### src/rtl/dslope_pkg.sv
package dslope_pkg;
    typedef enum logic [1:0] {
        ST_IDLE  = 2'd0,
        ST_ZERO  = 2'd1,
        ST_INTEG = 2'd2,
        ST_DEINT = 2'd3
    } phase_e;
endpackage

### src/rtl/dslope_sync.sv
module dslope_sync #(
    parameter int STAGES = 2
) (
    input  logic clk,
    input  logic rst_n,
    input  logic d_i,
    output logic q_o
);
    logic [STAGES-1:0] sh_q;

    generate
        if (STAGES == 1) begin : g_one
            always_ff @(posedge clk or negedge rst_n) begin
                if (!rst_n) sh_q <= '0;
                else        sh_q <= d_i;
            end
        end else begin : g_many
            always_ff @(posedge clk or negedge rst_n) begin
                if (!rst_n) sh_q <= '0;
                else        sh_q <= {sh_q[STAGES-2:0], d_i};
            end
        end
    endgenerate

    assign q_o = sh_q[STAGES-1];
endmodule

### src/rtl/dslope_ctrl.sv
module dslope_ctrl
    import dslope_pkg::*;
#(
    parameter int CNT_W = 16
) (
    input  logic             clk,
    input  logic             rst_n,
    input  logic             start_i,
    input  logic             cmp_s_i,
    input  logic [CNT_W-1:0] zero_len_i,
    input  logic [CNT_W-1:0] int_len_i,
    input  logic [CNT_W-1:0] max_len_i,
    output phase_e           phase_o,
    output logic [CNT_W-1:0] cnt_o,
    output logic             pol_o,
    output logic             load_o,
    output logic             ovr_hit_o
);
    localparam logic [CNT_W-1:0] CNT_ONE = {{(CNT_W-1){1'b0}}, 1'b1};
    localparam logic [CNT_W:0]   EXT_ONE = {{CNT_W{1'b0}}, 1'b1};

    phase_e           state_q, state_d;
    logic [CNT_W-1:0] cnt_q, cnt_d;
    logic             pol_q, pol_d;
    logic             cmp_q;
    logic             flip;

    // last cycle of a phase of length lim (a length of 0 behaves as 1)
    function automatic logic at_end(input logic [CNT_W-1:0] c,
                                    input logic [CNT_W-1:0] lim);
        return ({1'b0, c} + EXT_ONE) >= {1'b0, lim};
    endfunction

    assign flip = cmp_s_i ^ cmp_q;

    always_comb begin
        state_d   = state_q;
        cnt_d     = cnt_q;
        pol_d     = pol_q;
        load_o    = 1'b0;
        ovr_hit_o = 1'b0;
        unique case (state_q)
            ST_IDLE: begin
                if (start_i) begin
                    state_d = ST_ZERO;
                    cnt_d   = '0;
                end
            end
            ST_ZERO: begin
                if (at_end(cnt_q, zero_len_i)) begin
                    state_d = ST_INTEG;
                    cnt_d   = '0;
                end else begin
                    cnt_d = cnt_q + CNT_ONE;
                end
            end
            ST_INTEG: begin
                if (at_end(cnt_q, int_len_i)) begin
                    state_d = ST_DEINT;
                    cnt_d   = '0;
                    pol_d   = cmp_s_i;
                end else begin
                    cnt_d = cnt_q + CNT_ONE;
                end
            end
            ST_DEINT: begin
                if (flip) begin
                    load_o  = 1'b1;
                    state_d = ST_IDLE;
                end else if (at_end(cnt_q, max_len_i)) begin
                    load_o    = 1'b1;
                    ovr_hit_o = 1'b1;
                    state_d   = ST_IDLE;
                end else begin
                    cnt_d = cnt_q + CNT_ONE;
                end
            end
            default: state_d = ST_IDLE;
        endcase
    end

    always_ff @(posedge clk or negedge rst_n) begin
        if (!rst_n) begin
            state_q <= ST_IDLE;
            cnt_q   <= '0;
            pol_q   <= 1'b0;
            cmp_q   <= 1'b0;
        end else begin
            state_q <= state_d;
            cnt_q   <= cnt_d;
            pol_q   <= pol_d;
            cmp_q   <= cmp_s_i;
        end
    end

    assign phase_o = state_q;
    assign cnt_o   = cnt_q;
    assign pol_o   = pol_q;

    AST_DEINT_AFTER_INTEG: assert property (@(posedge clk) disable iff (!rst_n)
        (state_q != ST_INTEG && $past(state_q) == ST_INTEG) |-> state_q == ST_DEINT);
    AST_POL_HELD: assert property (@(posedge clk) disable iff (!rst_n)
        (state_q == ST_DEINT && $past(state_q) == ST_DEINT) |-> $stable(pol_q));
    AST_BUSY_START_IGNORED: assert property (@(posedge clk) disable iff (!rst_n)
        (state_q == ST_DEINT && start_i) |=> state_q != ST_ZERO);
    AST_DEINT_CNT_BOUND: assert property (@(posedge clk) disable iff (!rst_n)
        (state_q == ST_DEINT && max_len_i != '0) |-> cnt_q < max_len_i);
endmodule

### src/rtl/dslope_result.sv
module dslope_result #(
    parameter int CNT_W = 16
) (
    input  logic             clk,
    input  logic             rst_n,
    input  logic             load_i,
    input  logic             ovr_i,
    input  logic             pol_i,
    input  logic [CNT_W-1:0] cnt_i,
    input  logic [CNT_W-1:0] max_i,
    output logic [CNT_W-1:0] result_o,
    output logic             sign_o,
    output logic             ovr_o,
    output logic             done_o
);
    always_ff @(posedge clk or negedge rst_n) begin
        if (!rst_n) begin
            result_o <= '0;
            sign_o   <= 1'b0;
            ovr_o    <= 1'b0;
            done_o   <= 1'b0;
        end else begin
            done_o <= load_i;
            if (load_i) begin
                result_o <= ovr_i ? max_i : cnt_i;
                sign_o   <= ~pol_i;
                ovr_o    <= ovr_i;
            end
        end
    end

    AST_DONE_SINGLE: assert property (@(posedge clk) disable iff (!rst_n)
        done_o |=> !done_o);
endmodule

### src/rtl/dslope_seq.sv
module dslope_seq
    import dslope_pkg::*;
#(
    parameter int CNT_W    = 16,
    parameter int SYNC_STG = 2
) (
    input  logic             clk,
    input  logic             rst_n,
    input  logic             start_i,
    input  logic             cmp_i,
    input  logic [CNT_W-1:0] zero_len_i,
    input  logic [CNT_W-1:0] int_len_i,
    input  logic [CNT_W-1:0] max_len_i,
    output logic             sel_zero_o,
    output logic             sel_input_o,
    output logic             sel_ref_o,
    output logic             ref_neg_o,
    output logic             busy_o,
    output logic             done_o,
    output logic [CNT_W-1:0] result_o,
    output logic             sign_o,
    output logic             ovr_o
);
    logic             cmp_s;
    phase_e           phase;
    logic [CNT_W-1:0] cnt;
    logic             pol, load, ovr_hit;

    dslope_sync #(.STAGES(SYNC_STG)) u_sync (
        .clk(clk), .rst_n(rst_n), .d_i(cmp_i), .q_o(cmp_s)
    );

    dslope_ctrl #(.CNT_W(CNT_W)) u_ctrl (
        .clk(clk), .rst_n(rst_n), .start_i(start_i), .cmp_s_i(cmp_s),
        .zero_len_i(zero_len_i), .int_len_i(int_len_i), .max_len_i(max_len_i),
        .phase_o(phase), .cnt_o(cnt), .pol_o(pol), .load_o(load), .ovr_hit_o(ovr_hit)
    );

    dslope_result #(.CNT_W(CNT_W)) u_res (
        .clk(clk), .rst_n(rst_n), .load_i(load), .ovr_i(ovr_hit), .pol_i(pol),
        .cnt_i(cnt), .max_i(max_len_i),
        .result_o(result_o), .sign_o(sign_o), .ovr_o(ovr_o), .done_o(done_o)
    );

    always_comb begin
        sel_zero_o  = (phase == ST_ZERO);
        sel_input_o = (phase == ST_INTEG);
        sel_ref_o   = (phase == ST_DEINT);
        ref_neg_o   = (phase == ST_DEINT) && pol;
        busy_o      = (phase != ST_IDLE);
    end

    AST_DONE_IDLE: assert property (@(posedge clk) disable iff (!rst_n)
        done_o |-> !busy_o);
    AST_ZERO_BEFORE_INTEG: assert property (@(posedge clk) disable iff (!rst_n)
        $rose(sel_input_o) |-> $past(sel_zero_o));
endmodule

### config.mk
export PLATFORM = sky130hd
export DESIGN_NAME = dslope_seq
export DESIGN_NICKNAME = d
export VERILOG_FILES = /design/src/rtl/dslope_pkg.sv /design/src/rtl/dslope_sync.sv /design/src/rtl/dslope_ctrl.sv /design/src/rtl/dslope_result.sv /design/src/rtl/dslope_seq.sv
export SDC_FILE = /design/constraint.sdc
export NUM_CORES = 1
export LEC_CHECK = 0
export ABC_AREA = 0
export CORE_UTILIZATION = 40
export DETAILED_ROUTE_END_ITERATION = 8
export GPL_ROUTABILITY_DRIVEN = 0
export PLACE_DENSITY = 0.68
export SLEW_MARGIN = 20
export SYNTH_ARGS = -nofsm -noshare
export SYNTH_HDL_FRONTEND = slang
export SYNTH_SLANG_ARGS = --single-unit
export TNS_END_PERCENT = 10
### constraint.sdc
create_clock -name clk -period 3.6 [get_ports clk]
set_clock_uncertainty 0.15 [all_clocks]
set_input_delay 0.54 -clock clk [delete_from_list [all_inputs] [get_ports clk]]
set_output_delay 0.54 -clock clk [all_outputs]
set_load 0.005 [all_outputs]
==> metrics.md <==
| Metric | Value |
|---|---|
| Post-route cell area | 0.00492 mm² |
| Critical Path AT | 3.57 ns |
| Synthesized area | 0.00336 mm² |
| Crit path cell chain | nand2_2 -> nor3_4 -> nand2_2 -> or3_4 -> xnor2_4 -> ha_1 -> nand3_2 -> nor2_2 -> buf_4 -> o31ai_2 -> a31oi_1 -> nand2b_4 -> o2111a_1 -> mux2_1 |
| CP max FO | 4 |
| Seq cells post-synth | 41 |
| Tot Pwr | ~2 mW |
| Syn Nets | 498 |
| Largest net degree at the start of global routing | 42 |
| Setup CP Type | flop to flop |
| Setup TNS | 0 ns |
| Vias per cell | 5.51 |
| Clk slew on worst S/H paths | 0.08 ns |
| Cts bufs inserted | 5 |
| Dpl hpwl | between 7000 and 8000 µm |
| Port Buffer Count | 75 |
| Antenna cells | 0 |
| Post-synth top cells | inv_1, ha_1, nand2_1 |
| Share of layout cells above drive strength 1 | 0.199 |
| CTS tree | yes |
| Mean Syn Cell Area | ~8.6 µm² |
| Power per cell area | slightly above 400 mW/mm² |
| Hold slack | 0.214 ns |
| Die area | 0.00877 mm² |
| Asr flop ratio synth | 1.00 |
| Met2 Resource Use GR | 0.360 |
| CTS H-tree depth | 2 |
| Met1 usage | 0.316 |
| # clock sinks | 41 |
| Slowest-stage cell, CP | dfrtp_2 |
| DR pass1 iterations | 4 |
| Buffers from clock root to sink, at most | 2 |
| Number of flops mapped to enable cells by yosys | 0 |
| FMAX | 282 MHz |
| Yosys Warn Count | 0 |
| I/O pin count | 76 |
| Initial antenna violation count | 0 |
| Hold Fails Final Rpt | 0 |
| Most common cell on crit path | nand2_2 |
| Startpoint Class | flop |
| Min setup slack post-route | roughly 0.058 ns |
| Area grow syn2layout | 46.6% |
| WL/cell | 16.3 µm |
| Worst-Skew Late Latency | about 0.29 ns |
| Crit end category | flop |
| Grt ovf | 0 |
| Top cell type's share of synthesized area | 0.305 |
| Worst endpoint required time | 3.63 ns |
| Gr busiest metal | met2 |
| Pre-CTS setup slack | -0.121 ns |
| Met3 GRT Util | 0.0463 |
| Synth area leaders | dfrtp_1, ha_1, inv_1 |
| Min-delay worst type | flop to flop |
| Non-filler instance count after layout | 618 |
| Worst ir drop on vdd | 0.000369 V |
| DR DRC count | 0 |
| Placed Cells incl. Taps | 604 |
| Sequential fraction of the synthesis area | 0.305 |
| Count leader, synth | inv_1 |
| Routed WL | slightly above 10000 µm |
| Leading area contributor after synthesis | dfrtp_1 |
| Final setup fails | 0 |
| Slew @ Worst Pin | 0.921 ns |
| Post-route ant nets | 0 |
| Status | finished clean |
| Starting Density | 0.411 |
| # rows | 33 |
| Global-route wire length before repair | approximately 16000 µm |
| Max Cap Viol | 0 |
| Vias in the first global route | between 3000 and 4000 |
| Via count | roughly 3400 |
| Most used DFF post-synth | dfrtp_1 |
| Max-slew headroom | 0.386 |
| Critical path's largest stage delay | 0.42 ns |
| Pleak | 2.39 nW |
| Total track usage | 0.229 |
| Root Buffer | clkbuf_8 |
| DP Area | approximately 0.0045 mm² |
| Nets | roughly 620 |
| Max-slew violations | 0 |
| Synth unique cells | 49 |
| Period utilization | 0.984 |
| Height of the die | 93.6 µm |
| Min Tclk post-route | about 3.5 ns |
| DR iter-0 viols | 260 |
| Chip width | roughly 94 µm |
| Util after Layout | 0.602 |
| Core area | 0.00818 mm² |
| Post-Syn Instances | 392 |
-- what timing repair did --
item	in CTS	in global routing
resized for setup	15	41
gates cloned	0	2
pin swaps	3	19
endpoints found under the setup margin	30	36
buffers inserted	2	2
hold endpoints to repair	0	0
hold buffers	0	0
-- worst paths after layout --
| kind | start | end | slack [ns] | cells after the start |
|---|---|---|---|---|
| setup / recovery | u_ctrl.cnt_o[0] | u_ctrl.phase_o[1] | 0.06 | 14 |
| hold / removal | u_sync.sh_q[0] | u_sync.sh_q[1] | 0.21 | 0 |
| setup reg to reg | u_ctrl.cnt_o[0] | u_ctrl.phase_o[1] | 0.06 | 14 |
| hold reg to reg | u_sync.sh_q[0] | u_sync.sh_q[1] | 0.21 | 0 |
| max in group asynchronous | rst_n | u_ctrl.cnt_o[0] | 2.44 | 1 |
| min in group asynchronous | rst_n | u_res.result_o[3] | 0.23 | 1 |
-- per-layer routing --
layer  up-vias  part of all wire
li1       1639                 -
met3        21             0.068
met2       163              0.45
met5         -                 0
met1      1585              0.45
met4         0             0.028
-- cells in the final DEF (no fill, tap or decap), types with 3 or more instances in the layout --
| cell type | Yosys | routed |
|---|---|---|
| nor3_1 | 7 | 5 |
| nand2_2 | 0 | 4 |
| o211ai_1 | 15 | 15 |
| buf_4 | 2 | 44 |
| dfrtp_1 | 41 | 38 |
| nor2_4 | 0 | 3 |
| nand4_1 | 8 | 8 |
| nor2_1 | 11 | 7 |
| nand2_1 | 50 | 46 |
| inv_1 | 57 | 57 |
| ha_1 | 54 | 51 |
| a21oi_1 | 11 | 11 |
| clkbuf_8 | 0 | 6 |
| o21ai_0 | 14 | 10 |
| a22o_1 | 6 | 6 |
| ha_4 | 0 | 3 |
| nand2b_1 | 10 | 9 |
| clkdlybuf4s50_1 | 0 | 74 |
| xnor2_1 | 5 | 3 |
| a21o_1 | 4 | 4 |
| o21ai_1 | 3 | 5 |
| dfrtp_2 | 0 | 3 |
| or3_1 | 4 | 3 |
| o221ai_1 | 8 | 6 |
| nand3_1 | 30 | 26 |
-- critical path, delay by kind of cell, from the launching register on --
kind | cells | cell delay, ns
AND/OR/NAND/NOR | 7 | 1.29
AO/OA/AOI/OAI | 3 | 0.59
flip-flops | 1 | 0.42
adder cells (fa/ha/maj) | 1 | 0.35
multiplexers | 1 | 0.32
XOR/XNOR | 1 | 0.18
buffers and inverters | 1 | 0.13
-- sequential cells by signal (all words and copies together) (netlist names) --
name / count
u_res.sign_o: 1
u_ctrl.cnt_o: 16
u_res.ovr_o: 1
u_res.done_o: 1
u_ctrl.phase_o: 2
u_res.result_o: 16
u_ctrl.pol_o: 1
u_sync.sh_q: 2
u_ctrl.cmp_q: 1
-- where the power goes --
part | internal [mW] | switching, mW
clock | 0.156 | 0.165
sequential | 0.524 | 0.0455
combinational | 0.543 | 0.577
-- cells by family after synthesis --
logic type	synth area share
adders and majority gates	0.201
muxes	0.0127
and+or+nand+nor	0.200
xor gates and xnor gates	0.0182
buffers and inverters	0.0782
DFF	0.305
AOI/OAI and AO/OA	0.185
-- cell type report --
class | count | area, µm²
clock buffers | 6 | 82.6
clock inverters | 2 | 13.8
fillers | 709 | 3250
inverters | 57 | 214
multi-input cells | 285 | 2330
flip-flops and latches | 41 | 1030
well taps | 105 | 131
repair buffers | 122 | 1120
Note: power is estimated with default switching activity, not from simulation.
